[src/rtl/ps2_host_pkg.sv]
package ps2_host_pkg;

  localparam int FRAME_BITS = 11;
  localparam int BIT_CNT_W  = 4;

  typedef enum logic [1:0] {
    TX_IDLE    = 2'd0,
    TX_INHIBIT = 2'd1,
    TX_REQ     = 2'd2,
    TX_SHIFT   = 2'd3
  } tx_state_t;

  // parity bit chosen so data plus parity carry an odd count of ones
  function automatic logic odd_parity(input logic [7:0] d);
    return ~(^d);
  endfunction

endpackage

[src/rtl/ps2_line_filter.sv]
module ps2_line_filter #(
  parameter int FILT_LEN = 8
) (
  input  logic clk,
  input  logic rst_n,
  input  logic line_in,
  output logic level,
  output logic fall
);

  logic [1:0]          sync_q;
  logic [FILT_LEN-1:0] hist_q;
  logic                level_q, level_d;
  logic                fall_q, fall_d;

  // level moves only when every sample in the history agrees
  always_comb begin
    level_d = level_q;
    if (&hist_q)       level_d = 1'b1;
    else if (~|hist_q) level_d = 1'b0;
    fall_d = level_q & ~level_d;
  end

  always_ff @(posedge clk or negedge rst_n) begin
    if (!rst_n) begin
      sync_q  <= 2'b11;
      hist_q  <= '1;
      level_q <= 1'b1;
      fall_q  <= 1'b0;
    end else begin
      sync_q  <= {sync_q[0], line_in};
      hist_q  <= {hist_q[FILT_LEN-2:0], sync_q[1]};
      level_q <= level_d;
      fall_q  <= fall_d;
    end
  end

  assign level = level_q;
  assign fall  = fall_q;

endmodule

[src/rtl/ps2_rx_frame.sv]
module ps2_rx_frame
  import ps2_host_pkg::*;
(
  input  logic       clk,
  input  logic       rst_n,
  input  logic       enable,
  input  logic       fall,
  input  logic       dat_level,
  input  logic       ack,
  output logic [7:0] data,
  output logic       valid,
  output logic       error,
  output logic       busy
);

  localparam logic [BIT_CNT_W-1:0] LAST_BIT = BIT_CNT_W'(FRAME_BITS - 1);

  logic [9:0]           bits_q, bits_d;
  logic [BIT_CNT_W-1:0] cnt_q, cnt_d;
  logic [7:0]           data_q, data_d;
  logic                 valid_q, valid_d;
  logic                 err_q, err_d;
  logic                 bit_en;
  logic                 frame_ok;

  assign bit_en   = fall & enable & ~valid_q;
  // bits_q[0]=start, [8:1]=data, [9]=parity; dat_level is the stop bit
  assign frame_ok = ~bits_q[0] & dat_level & (^bits_q[9:1]);

  always_comb begin
    bits_d  = bits_q;
    cnt_d   = cnt_q;
    data_d  = data_q;
    valid_d = valid_q;
    err_d   = 1'b0;
    if (!enable) begin
      cnt_d = '0;
    end else if (bit_en) begin
      if (cnt_q == LAST_BIT) begin
        cnt_d = '0;
        if (frame_ok) begin
          valid_d = 1'b1;
          data_d  = bits_q[8:1];
        end else begin
          err_d = 1'b1;
        end
      end else begin
        bits_d = {dat_level, bits_q[9:1]};
        cnt_d  = cnt_q + 1'b1;
      end
    end
    if (valid_q && ack) valid_d = 1'b0;
  end

  always_ff @(posedge clk or negedge rst_n) begin
    if (!rst_n) begin
      bits_q  <= '0;
      cnt_q   <= '0;
      data_q  <= '0;
      valid_q <= 1'b0;
      err_q   <= 1'b0;
    end else begin
      bits_q  <= bits_d;
      cnt_q   <= cnt_d;
      data_q  <= data_d;
      valid_q <= valid_d;
      err_q   <= err_d;
    end
  end

  assign data  = data_q;
  assign valid = valid_q;
  assign error = err_q;
  assign busy  = (cnt_q != '0);

endmodule

[src/rtl/ps2_tx_frame.sv]
module ps2_tx_frame
  import ps2_host_pkg::*;
#(
  parameter int INHIBIT_CYCLES = 12000,
  parameter int TIMEOUT_CYCLES = 1500000
) (
  input  logic       clk,
  input  logic       rst_n,
  input  logic       start,
  input  logic [7:0] data,
  input  logic       fall,
  output logic       clk_req,
  output logic       dat_req,
  output logic       busy,
  output logic       done,
  output logic       timeout
);

  localparam int MAXC = (INHIBIT_CYCLES > TIMEOUT_CYCLES) ? INHIBIT_CYCLES : TIMEOUT_CYCLES;
  localparam int CW   = $clog2(MAXC + 1);
  localparam logic [CW-1:0]        INH_LAST = CW'(INHIBIT_CYCLES - 1);
  localparam logic [CW-1:0]        TO_LAST  = CW'(TIMEOUT_CYCLES - 1);
  localparam logic [BIT_CNT_W-1:0] END_BIT  = BIT_CNT_W'(FRAME_BITS - 1);

  tx_state_t            state_q, state_d;
  logic [CW-1:0]        cnt_q, cnt_d;
  logic [9:0]           shreg_q, shreg_d;
  logic [BIT_CNT_W-1:0] bit_q, bit_d;
  logic                 txbit_q, txbit_d;
  logic                 done_q, done_d;
  logic                 to_q, to_d;

  always_comb begin
    state_d = state_q;
    cnt_d   = cnt_q;
    shreg_d = shreg_q;
    bit_d   = bit_q;
    txbit_d = txbit_q;
    done_d  = 1'b0;
    to_d    = 1'b0;
    unique case (state_q)
      TX_IDLE: begin
        if (start) begin
          state_d = TX_INHIBIT;
          cnt_d   = '0;
          shreg_d = {1'b1, odd_parity(data), data};
        end
      end
      TX_INHIBIT: begin
        if (cnt_q == INH_LAST) begin
          state_d = TX_REQ;
          cnt_d   = '0;
          bit_d   = '0;
          txbit_d = 1'b0;
        end else begin
          cnt_d = cnt_q + 1'b1;
        end
      end
      TX_REQ: begin
        state_d = TX_SHIFT;
        cnt_d   = cnt_q + 1'b1;
      end
      TX_SHIFT: begin
        if (cnt_q == TO_LAST) begin
          state_d = TX_IDLE;
          txbit_d = 1'b1;
          to_d    = 1'b1;
        end else begin
          cnt_d = cnt_q + 1'b1;
          if (fall) begin
            if (bit_q == END_BIT) begin
              state_d = TX_IDLE;
              txbit_d = 1'b1;
              done_d  = 1'b1;
            end else begin
              txbit_d = shreg_q[bit_q];
              bit_d   = bit_q + 1'b1;
            end
          end
        end
      end
      default: state_d = TX_IDLE;
    endcase
  end

  always_ff @(posedge clk or negedge rst_n) begin
    if (!rst_n) begin
      state_q <= TX_IDLE;
      cnt_q   <= '0;
      shreg_q <= '0;
      bit_q   <= '0;
      txbit_q <= 1'b1;
      done_q  <= 1'b0;
      to_q    <= 1'b0;
    end else begin
      state_q <= state_d;
      cnt_q   <= cnt_d;
      shreg_q <= shreg_d;
      bit_q   <= bit_d;
      txbit_q <= txbit_d;
      done_q  <= done_d;
      to_q    <= to_d;
    end
  end

  assign clk_req = (state_q == TX_INHIBIT) || (state_q == TX_REQ);
  assign dat_req = ((state_q == TX_REQ) || (state_q == TX_SHIFT)) && !txbit_q;
  assign busy    = (state_q != TX_IDLE);
  assign done    = done_q;
  assign timeout = to_q;

endmodule

[src/rtl/ps2_host_port.sv]
module ps2_host_port #(
  parameter int INHIBIT_CYCLES = 12000,
  parameter int TIMEOUT_CYCLES = 1500000,
  parameter int FILT_LEN       = 8
) (
  input  logic       clk,
  input  logic       rst_n,
  input  logic       intercept,
  input  logic       ps2_clk_in,
  input  logic       ps2_dat_in,
  output logic       ps2_clk_drive_low,
  output logic       ps2_dat_drive_low,
  output logic [7:0] rx_data,
  output logic       rx_valid,
  input  logic       rx_ack,
  output logic       rx_error,
  input  logic [7:0] tx_data,
  input  logic       tx_start,
  output logic       tx_busy,
  output logic       tx_done,
  output logic       tx_timeout
);

  localparam int NLINES = 2;
  localparam int L_CLK  = 0;
  localparam int L_DAT  = 1;

  logic [NLINES-1:0] line_raw, line_lvl, line_fall;
  logic rx_busy_w, tx_go, clk_req, tx_clk_req, tx_dat_req;

  assign line_raw[L_CLK] = ps2_clk_in;
  assign line_raw[L_DAT] = ps2_dat_in;

  for (genvar g = 0; g < NLINES; g++) begin : g_line
    ps2_line_filter #(.FILT_LEN(FILT_LEN)) u_filt (
      .clk     (clk),
      .rst_n   (rst_n),
      .line_in (line_raw[g]),
      .level   (line_lvl[g]),
      .fall    (line_fall[g])
    );
  end

  ps2_rx_frame u_rx (
    .clk       (clk),
    .rst_n     (rst_n),
    .enable    (~tx_busy),
    .fall      (line_fall[L_CLK]),
    .dat_level (line_lvl[L_DAT]),
    .ack       (rx_ack),
    .data      (rx_data),
    .valid     (rx_valid),
    .error     (rx_error),
    .busy      (rx_busy_w)
  );

  // a command may only start on a quiet, owned, empty link
  assign tx_go = tx_start & ~intercept & ~tx_busy & ~rx_valid & ~rx_busy_w;

  ps2_tx_frame #(
    .INHIBIT_CYCLES (INHIBIT_CYCLES),
    .TIMEOUT_CYCLES (TIMEOUT_CYCLES)
  ) u_tx (
    .clk     (clk),
    .rst_n   (rst_n),
    .start   (tx_go),
    .data    (tx_data),
    .fall    (line_fall[L_CLK]),
    .clk_req (tx_clk_req),
    .dat_req (tx_dat_req),
    .busy    (tx_busy),
    .done    (tx_done),
    .timeout (tx_timeout)
  );

  assign clk_req           = tx_clk_req | rx_valid;
  assign ps2_clk_drive_low = clk_req & ~intercept;
  assign ps2_dat_drive_low = tx_dat_req & ~intercept;

endmodule

[config.mk]
export PLATFORM = sky130hd
export DESIGN_NAME = ps2_host_port
export DESIGN_NICKNAME = d
export VERILOG_FILES = /design/src/rtl/ps2_host_pkg.sv /design/src/rtl/ps2_line_filter.sv /design/src/rtl/ps2_rx_frame.sv /design/src/rtl/ps2_tx_frame.sv /design/src/rtl/ps2_host_port.sv
export SDC_FILE = /design/constraint.sdc
export NUM_CORES = 1
export LEC_CHECK = 0
export ABC_AREA = 1
export BUFFER_PORTS_ARGS = -buffer_cell sky130_fd_sc_hd__buf_2
export CELL_PAD_IN_SITES_DETAIL_PLACEMENT = 0
export CELL_PAD_IN_SITES_GLOBAL_PLACEMENT = 1
export CORE_MARGIN = 10
export CORE_UTILIZATION = 46
export DETAILED_ROUTE_END_ITERATION = 8
export GPL_TIMING_DRIVEN = 0
export PLACE_DENSITY_LB_ADDON = 0.15
export SLEW_MARGIN = 20
export SYNTH_ARGS = -nofsm -noshare
export SYNTH_HDL_FRONTEND = slang
export SYNTH_HIERARCHICAL = 1
export SYNTH_SLANG_ARGS = --single-unit
export TNS_END_PERCENT = 30
[constraint.sdc]
create_clock -name clk -period 1.93 [get_ports clk]
set_input_delay 0.2895 -clock clk [delete_from_list [all_inputs] [get_ports clk]]
set_output_delay 0.2895 -clock clk [all_outputs]
set_load 0.01 [all_outputs]
# After elaboration in Yosys (flattened, before gate mapping)
# Index checks and enable logic that the tools add are counted.
# W data, S select, Z words.
[totals] mem_count=0 regBits=87 word_cells=130 rom_bits=0 ramBits=0 output_inout_bits=15 latchBits=0
[classes] n_reduce_logical=27 n_eq_ne=16 add_sub_neg=3 bitwise_logic=20 magnitude_cmp=1 n_mul=0 div=0 shifts=0 muxes=44
[ops] cell="$pmux W21 S4" n=1
[ops] cell="$mux W21" n=3
[ops] cell="$mux W4" n=7
[ops] cell="$mux W1" n=24
[ops] cell="$add A21 B1 Y21 const B" n=1
[ops] cell="$eq A21 B14 Y1 const B" n=1
[ops] cell="$eq A21 B21 Y1 const B" n=1
[ops] cell="$reduce_and A8 Y1" n=2
[ops] cell="$reduce_or A8 Y1" n=2
[ops] cell="$reduce_and A4 Y1" n=3
[ops] cell="$reduce_bool A2 Y1" n=6
[ops] cell="$and A1 B1 Y1" n=11
[ops] cell="$mux W2" n=5
[ops] cell="$reduce_xor A9 Y1" n=1
[ops] cell="$add A4 B1 Y4 const B" n=2
[ops] cell="$eq A4 B4 Y1 const B" n=2
[ops] cell="$ne A2 B2 Y1 const B" n=4
[ops] cell="$not A1 Y1" n=8
[ops] cell="$pmux W2 S4" n=1
[ops] cell="$pmux W4 S2" n=1
[ops] cell="$reduce_xor A8 Y1" n=1
[ops] cell="$ne A2 B1 Y1 const B" n=3
[ops] cell="$reduce_and A3 Y1" n=2
[ops] cell="$lt A4 B5 Y1 const B" n=1
[ops] cell="other kinds (14)" n=18

# Longest topological paths before layout
# Gate-level depths: netlist of run 1.
[logic_depth] depth_word=8 ltp_mapped=12 mapped_depth_nobuf=12

# By module
# Netlist of run 1, hierarchy kept.
[by_module_without_submodules] mod="ps2_tx_frame" cells_per_inst=400 seq_area_each_um2=1002.2 area_each_um2=2812.7 instances=1
[by_module_without_submodules] mod="ps2_rx_frame" cells_per_inst=136 seq_area_each_um2=600.6 area_each_um2=1163.6 instances=1
[by_module_without_submodules] mod="ps2_line_filter" cells_per_inst=30 seq_area_each_um2=314.1 area_each_um2=384.1 instances=2
[by_module_without_submodules] mod="ps2_host_port" cells_per_inst=10 seq_area_each_um2=0.0 area_each_um2=40.0 instances=1

# Worst setup path before layout of run 1
# No wires, ideal clock.
[synth_timing] path_kind="register -> register" startpoint="register u_tx.state_q[0]" endpoint="register u_tx.cnt_q[2]" t_required_ps=1835 t_arrival_ps=1715 stages_incl_launch_ff=13 setup_time_ps=95 slack_ps=120 period_less_slack_ps=1810 cell_sequence="dfrtp_1 -> inv_1 -> ha_1 -> inv_1 -> inv_1 -> nand2_1 -> nor2_2 -> nor2_1 -> clkinv_1 -> nand2_2 -> buf_4 -> nand2_1 -> o31ai_1"
[synth_via] elab_chain_len=7
[synth_rtl] element="start: declaration" line_no="ps2_tx_frame.sv:25" text="tx_state_t state_q, state_d;"
[synth_rtl] element="start signal: assignment" line_no="ps2_tx_frame.sv:96" text="state_q <= state_d;"
[synth_rtl] element="$reduce_bool A2 Y1" line_no="ps2_tx_frame.sv:108" text="assign busy = (state_q != TX_IDLE);"
[synth_rtl] element="via tx_busy" line_no="ps2_host_port.sv:19" text="output logic tx_busy,"
[synth_rtl] element="$not A1 Y1 (no source line)"
[synth_rtl] element="$and A1 B1 Y1 (3 in a row)" line_no="ps2_host_port.sv:58" text="assign tx_go = tx_start & ~intercept & ~tx_busy & ~rx_valid & ~rx_busy_w;"
[synth_rtl] element="via tx_go" line_no="ps2_host_port.sv:29" text="logic rx_busy_w, tx_go, clk_req, tx_clk_req, tx_dat_req;"
[synth_rtl] element="$ne A2 B2 Y1 (no source line)"
[synth_rtl] element="$reduce_and A2 Y1 (no source line)"
[synth_rtl] element="end signal: assignment" line_no="ps2_tx_frame.sv:97" text="cnt_q <= cnt_d;"
[synth_rtl] element="end: declaration" line_no="ps2_tx_frame.sv:26" text="logic [CW-1:0] cnt_q, cnt_d;"
# The timed path passes the listed nets, and every way through them passes these cells.
# A chain may end at the register's enable or synchronous reset.

# Worst setup path in the final report of run 1
[layout_timing] startpoint="register u_tx.state_q[0]" endpoint="output ps2_dat_drive_low"
[layout_via] elab_chain_len=4
[layout_rtl] element="$eq A2 B2 Y1" line_no="ps2_tx_frame.sv:107" text="assign dat_req = ((state_q == TX_REQ) || (state_q == TX_SHIFT)) && !txbit_q;"
[layout_rtl] element="$logic_or A1 B1 Y1 *" line_no="ps2_tx_frame.sv:107"
[layout_rtl] element="$logic_and A1 B1 Y1 *" line_no="ps2_tx_frame.sv:107"
[layout_rtl] element="via tx_dat_req" line_no="ps2_host_port.sv:29"
[layout_rtl] element="$and A1 B1 Y1 *" line_no="ps2_host_port.sv:78" text="assign ps2_dat_drive_low = tx_dat_req & ~intercept;"
[layout_rtl] element="end: declaration" line_no="ps2_host_port.sv:12" text="output logic ps2_dat_drive_low,"
# Mark *: on every way through the listed nets, which the timed path passes. The rest lies on a longest branch.

==> key figures, run 1 <==
Outcome
  – Result of the run: finished, final reports clean

Route
  – Via density per instance: ~4.9
  – Final wirelength: 10,700 um
  – Wire length per cell after detailed routing: between 10 and 15 um
  – Post-detailed-route count of antenna-violating nets: 0
  – Number of search-and-repair iterations in the first detailed-routing pass: 4
  – Post-detailed-route DRC marker count: 0
  – Via total after detailed routing: roughly 4,000
  – Violation count after the first detailed-routing iteration: roughly 210

Floorplanning
  – Site Rows: 37
  – Initial Utilization: 0.466
  – Core Footprint: between 10,000 and 15,000 um2
  – Chip Width: 122 um
  – Area of the die: between 10,000 and 15,000 um2
  – Ports: 30
  – Die Y: between 100 and 150 um

Layout
  – Area added between synthesis and finish: 15.2%
  – Final #Nets: approximately 680
  – Share of layout cells above drive strength 1: 0.221
  – Number of cells in the finished layout apart from fillers: around 800
  – Area of all placed cells without fillers: 5470 um2
  – Fraction of the core area covered by cells at the end of the flow: 0.537
  – Number of inserted diodes: 0

STA
  – Worst Clk Skew: a little under 8 ps
  – Final hold violations: 0
  – Count of pins over their slew limit: 0
  – Slew of the pin with the lowest slew margin: approximately 700 ps
  – Hold slack: roughly 80 ps
  – Max frequency: 0.535 GHz
  – Period minus WS final: around 1900 ps
  – Count of endpoints failing setup in the final report: 0
  – Post-route fraction of the period consumed by the critical path: 0.968
  – Relative slew slack: 0.538
  – RSZ-0062 raised after global routing: yes

Worst setup path
  – Terminus of the critical flop-to-flop path: u_tx/cnt_q[9]
  – Endpoint type of the worst setup path: primary output
  – Endpoint required time on the critical path: around 1600 ps
  – Classification of the worst setup path: register to primary output
  – Length in cells of the worst reg-to-reg path: 13
  – Crit path max-delay cell type: sky130_fd_sc_hd__dfrtp_1
  – Worst flop-to-flop path startpoint: u_tx/state_q[0]
  – Critical path, cell by cell: ha_1, buf_6, nor2_4, nor2_2, inv_1, nor2_1, buf_2
  – Crit path launch type: register
  – Slowest Stage Delay on Critical Path: around 430 ps
  – Worst path arrival time: 1580 ps
  – Register-to-register setup slack: between 100 and 150 ps
  – Worst-path maximum fanout: 6

CTS
  – Clock-pin slew on the worst setup and hold paths: 100 ps
  – # clock sinks: 87
  – Clock tree from TritonCTS: done
  – Num CTS Buffers: 9
  – H-tree depth: 3
  – Clock network latency to the later pin of the worst-skew pair: 380 ps
  – CTS Root Buffer Type: sky130_fd_sc_hd__clkbuf_8
  – Clock Path Buffers: 2

Placed design
  – Placed wire-length estimate after detailed placement: between 7000 and 8000 um
  – Number of port buffers: 29
  – Area of placed instances: 5080 um2
  – Routability congestion estimate from global placement: 0.862
  – Placed Instances: between 700 and 800

Global route
  – Number of global-route vias before repair: 3,761
  – Initial antenna violation count: 0
  – GRT overflow: 0
  – Wire length of the first global-routing pass: between 15,000 and 20,000 um
  – Pin count of the biggest net entering global routing: between 50 and 60
  – Total GRT Usage: 0.150

Min path
  – Class of the worst hold path: primary input to register
  – Critical hold path startpoint: rx_ack
  – Cell count of the worst hold path: 2
  – Terminating pin of the worst hold path: u_rx/valid

Yosys
  – Number of warning messages in the yosys log: 6
  – Post-synth design cell area: approximately 4700 um2
  – Net Count, Synth: 628
  – Post-Synthesis Mean Instance Area: about 7.9 um2
  – Gate count after technology mapping: between 600 and 700

Pwr
  – Power Total: 5.27 mW
  – Peak supply drop: roughly 0.58 mV
  – Leakage power: approximately 2.6 nW
  – Total power divided by cell area: 963 nW/um2

Flow run
  – Max-cap violations: 0
==> layout by cell type, fill, tap and decap left out, types with 10 or more instances in the layout <==
| master | instances |
|---|---|
| sky130_fd_sc_hd__nand2_1 | 171 |
| sky130_fd_sc_hd__dfrtp_1 | 63 |
| sky130_fd_sc_hd__nor2_1 | 61 |
| sky130_fd_sc_hd__inv_1 | 60 |
| sky130_fd_sc_hd__nand3_1 | 51 |
| sky130_fd_sc_hd__buf_2 | 31 |
| sky130_fd_sc_hd__o21ai_0 | 29 |
| sky130_fd_sc_hd__dfstp_2 | 23 |
| sky130_fd_sc_hd__nand4_1 | 16 |
| sky130_fd_sc_hd__buf_4 | 14 |
| sky130_fd_sc_hd__a21oi_1 | 11 |
| sky130_fd_sc_hd__nor2_2 | 10 |
| sky130_fd_sc_hd__nand2_2 | 10 |
==> where the power goes <==
| part | internal, mW | switching, mW |
|---|---|---|
| registers | 2.02 | 0.113 |
| clock network | 0.512 | 0.763 |
| logic | 0.676 | 1.19 |
| total | 3.21 | 2.07 |
==> worst max path at each step <==
stage | startpoint | end
detailed placement | u_tx/state_q[0] | u_tx/cnt_q[2]
CTS | u_tx/state_q[0] | u_tx/shreg_q[8]
global route | u_tx/state_q[1] | u_tx/cnt_q[19]
finish | u_tx/state_q[0] | ps2_dat_drive_low
floorplan | u_tx/state_q[0] | u_tx/cnt_q[2]
global placement | u_tx/state_q[0] | u_tx/cnt_q[2]
==> layer usage <==
metal | routed length, um | vias up | GRT usage | part of all wire
li1 | - | 2026 | - | -
met1 | 5270 | 1864 | 0.199 | 0.49
met2 | 4940 | 39 | 0.230 | 0.46
met3 | 322 | 11 | 0.0347 | 0.030
met4 | 181 | 0 | 0.0663 | 0.017
met5 | 0 | - | 0 | 0
==> worst max-delay path: cells and delay by family, from the launching register on <==
| family | cells | cell delay (ps) |
|---|---|---|
| adders and majority gates | 1 | 220 |
| DFF | 1 | 430 |
| and+or+nand+nor | 3 | 210 |
| buffers and inverters | 3 | 340 |
==> registers in the layout, summed over array words and instances (netlist names) <==
name,count
u_tx/timeout,1
u_rx/valid,1
u_tx/bit_q,4
u_tx/cnt_q,21
u_tx/txbit_q,1
u_tx/done,1
u_tx/state_q,2
g_line.u_filt/sync_q,4
u_rx/cnt_q,4
g_line.u_filt/fall,1
u_tx/shreg_q,10
u_rx/data,8
u_rx/bits_q,10
g_line.u_filt/hist_q,16
u_rx/error,1
g_line.u_filt/level,2
==> per-stage QoR <==
| step | setup slack, ps | setup TNS (ps) |
|---|---|---|
| 2_1_floorplan | 120 | 0 |
| 3_3_place_gp | -263 | -15250 |
| 3_5_place_dp | -293 | -4110 |
| 4_1_cts | 19.1 | 0 |
| 5_1_grt | -33.4 | -245 |
| 6_report | 62.0 | 0 |
==> final cells by class <==
| class | count | area (um2) |
|---|---|---|
| fill | 979 | 4710 |
| clock buffer | 9 | 124 |
| tap | 136 | 170 |
| buffer | 11 | 83.8 |
| multi-input combinational | 433 | 2270 |
| sequential | 87 | 2210 |
| inverter | 69 | 264 |
| clock inverter | 7 | 73.8 |
| timing repair buffer | 44 | 280 |
==> timing repair <==
action,in CTS,in global routing
resized for setup,12,23
setup buffers,3,8
hold endpoints to repair,34,0
hold buffers,3,0
pin swaps,2,3
endpoints found under the setup margin,40,57
(Power assumes the default switching activity.)
==> inputs of run 2 (changes only) <==
--- a/config.mk
+++ b/config.mk
@@ -10,7 +10,7 @@
 export CELL_PAD_IN_SITES_DETAIL_PLACEMENT = 0
 export CELL_PAD_IN_SITES_GLOBAL_PLACEMENT = 1
 export CORE_MARGIN = 10
-export CORE_UTILIZATION = 46
+export CORE_UTILIZATION = 41
 export DETAILED_ROUTE_END_ITERATION = 8
 export GPL_TIMING_DRIVEN = 0
 export PLACE_DENSITY_LB_ADDON = 0.15
==> constraint.sdc (replaced) <==
create_clock -name clk -period 1.65 [get_ports clk]
set_input_delay 0.2475 -clock clk [delete_from_list [all_inputs] [get_ports clk]]
set_output_delay 0.2475 -clock clk [all_outputs]
set_load 0.01 [all_outputs]
==> run 2 against run 1 <==
The run now ends with negative setup slack left. Via count increased by 3.9%. Core utilization is 0.18 points lower. Sequential share of layout area shrank 4.0 points. First-iteration DRC count rose by 14%. Critical path depth increased by 5. Clock-buffer cell count unchanged. Design area up 11%. Critical endpoint is now u_tx/cnt_q[7]. Largest cell class unchanged. Highest routed layer unchanged.
==> key figures, run 2 (synthesis results as in run 1) <==
STA
  – Setup slack after layout: -123 ps
  – Relative slew slack: 0.637
  – Period minus WS final: between 1500 and 2000 ps
  – Final hold violations: 0
  – Count of pins over their slew limit: 0
  – RSZ-0062 raised after global routing: yes
  – Hold slack: 59.5 ps
  – Count of endpoints failing setup in the final report: 30
  – Worst Clk Skew: between 9 and 10 ps
  – Post-route fraction of the period consumed by the critical path: 1.07
  – Slew of the pin with the lowest slew margin: 545 ps
  – Max frequency: roughly 0.56 GHz
  – Setup TNS Final: -1900 ps

Worst setup path
  – Capture point of the critical path: u_tx/cnt_q[7]
  – Register-to-register setup slack: -120 ps
  – Length in cells of the worst reg-to-reg path: 12
  – Crit path max-delay cell type: sky130_fd_sc_hd__dfrtp_1
  – Critical Path Most Common Cell: sky130_fd_sc_hd__nor2_4
  – Largest delay share family, worst path: simple AND/OR/NAND/NOR gates
  – Critical Path Source: u_tx/state_q[0]
  – Endpoint type of the worst setup path: register
  – Slowest Stage Delay on Critical Path: ~420 ps
  – Worst path arrival time: between 2000 and 2500 ps
  – Worst flop-to-flop path startpoint: u_tx/state_q[0]
  – Buffers plus inverters on the worst setup path: 4
  – Classification of the worst setup path: register to register
  – Endpoint required time on the critical path: 1900 ps
  – Worst-path maximum fanout: 5
  – Critical path, cell by cell: inv_2, ha_4, inv_4, inv_4, nand2_4, nor2_4, nor2_4, nor2_4, buf_8, nand2_8, nand2_4, nor2_2
  – Crit path launch type: register
  – Terminus of the critical flop-to-flop path: u_tx/cnt_q[7]
  – Path length in cells of the critical path: 12

Placed design
  – Number of port buffers: 29
  – Routability congestion estimate from global placement: roughly 0.89
  – Placed wire-length estimate after detailed placement: between 8000 and 9000 um
  – Setup slack at placement: -402 ps

Route
  – Wire length per cell after detailed routing: roughly 14 um
  – Number of search-and-repair iterations in the first detailed-routing pass: 4
  – Via total after detailed routing: 4,093
  – Violation count after the first detailed-routing iteration: between 200 and 250
  – Post-detailed-route DRC marker count: 0
  – Via density per instance: 5.00
  – Post-detailed-route count of antenna-violating nets: 0
  – Final wirelength: ~12,000 um

Layout
  – Registers with the most flip-flops: u_tx/cnt_q: 21 flops, g_line.u_filt/hist_q: 16 flops
  – Count of filler cells inserted in the layout: around 1,100
  – Fraction of the core area covered by cells at the end of the flow: 0.535
  – Number of flip-flops in the largest register: 21
  – Area added between synthesis and finish: 28.2%
  – Commonest non-fill, non-tap cell in the layout: sky130_fd_sc_hd__nand2_1
  – Share of layout cells above drive strength 1: 0.314
  – Commonest cells after routing, fill and taps aside: sky130_fd_sc_hd__nand2_1 (163), sky130_fd_sc_hd__dfrtp_1 (58), sky130_fd_sc_hd__inv_1 (54)
  – Final #Nets: between 600 and 700
  – Register name with the most flops: u_tx/cnt_q
  – Number of inserted diodes: 0

CTS
  – H-tree depth: 3
  – Num CTS Buffers: 9
  – CTS Root Buffer Type: sky130_fd_sc_hd__clkbuf_16
  – Clock network latency to the later pin of the worst-skew pair: 350 ps
  – Clock tree from TritonCTS: done
  – # clock sinks: slightly below 90
  – Clock Path Buffers: 2
  – Clock-pin slew on the worst setup and hold paths: approximately 70 ps

Flow run
  – Max-cap violations: 0

Floorplanning
  – Area of the die: 16,300 um2
  – Ports: 30
  – Initial Utilization: 0.418
  – Core Footprint: approximately 11,000 um2
  – Site Rows: 39
  – Chip Width: between 100 and 150 um
  – Die Y: 128 um

Pwr
  – Total power divided by cell area: roughly 1300 nW/um2
  – Peak supply drop: between 0.9 and 1 mV
  – Leakage power: around 2.8 nW

Outcome
  – Result of the run: finished with violations
  – Failing checks: negative setup slack

Global route
  – GRT overflow: 0
  – Number of global-route vias before repair: ~4,000
  – Wire length of the first global-routing pass: a little under 20,000 um
  – Pin count of the biggest net entering global routing: about 50
  – Initial antenna violation count: 0
  – Total GRT Usage: 0.147

Min path
  – Class of the worst hold path: primary input to register
## run 2: what timing repair did
action,4_1_cts,5_1_grt
pin swaps,21,18
buffers inserted,17,10
resized for setup,78,47
cloned,1,1
hold endpoints to repair,38,0
hold buffers,3,0
setup endpoints to repair,64,60
## run 2: metrics by stage
stage | area, um2 | power [mW] | cells
after floorplan | 4760 | 3.79 | 602
after global placement | 5080 | 4.35 | 774
after detailed placement | 5110 | 4.38 | 775
after CTS | 5840 | 7.35 | 810
after global routing | 6090 | 8.16 | 819
final | 6090 | 7.74 | 819
## run 2: how the worst min path moves through the flow
stage / from / slack, ps / cells past startpoint / to
after floorplan: rst_n / -50 / 0 / g_line[0].u_filt/fall
after global placement: g_line[0].u_filt/sync_q[1] / 350 / 0 / g_line[0].u_filt/hist_q[0]
after detailed placement: rst_n / 270 / 1 / u_tx/shreg_q[8]
after CTS: rx_ack / 60 / 2 / u_rx/valid
after global routing: rx_ack / 70 / 2 / u_rx/valid
final: rx_ack / 60 / 2 / u_rx/valid
## run 2: power breakdown
group | leakage, nW | internal, mW | switching [mW]
Combinational | 1.58 | 1.31 | 1.82
Sequential | 1.09 | 2.36 | 0.122
Clock | 0.153 | 1.19 | 0.924
Total | 2.83 | 4.87 | 2.87
## run 2: layout make-up
cell class / count / area [um2] / area share
Multi-Input combinational cell: 433 / 2540 / 0.418
Sequential cell: 87 / 2210 / 0.364
Timing Repair Buffer: 62 / 467 / 0.0767
Inverter: 69 / 279 / 0.0458
Clock buffer: 9 / 225 / 0.0370
Tap cell: 143 / 179 / 0.0294
Buffer: 9 / 101 / 0.0167
Clock inverter: 7 / 76.3 / 0.0125
## run 2: metal layers
metal,part of all wire,vias to the layer above,GRT usage
met5,0,-,0
met4,0.021,0,0.0702
met3,0.040,15,0.0323
met2,0.46,68,0.221
met1,0.48,1943,0.196
li1,-,2067,-
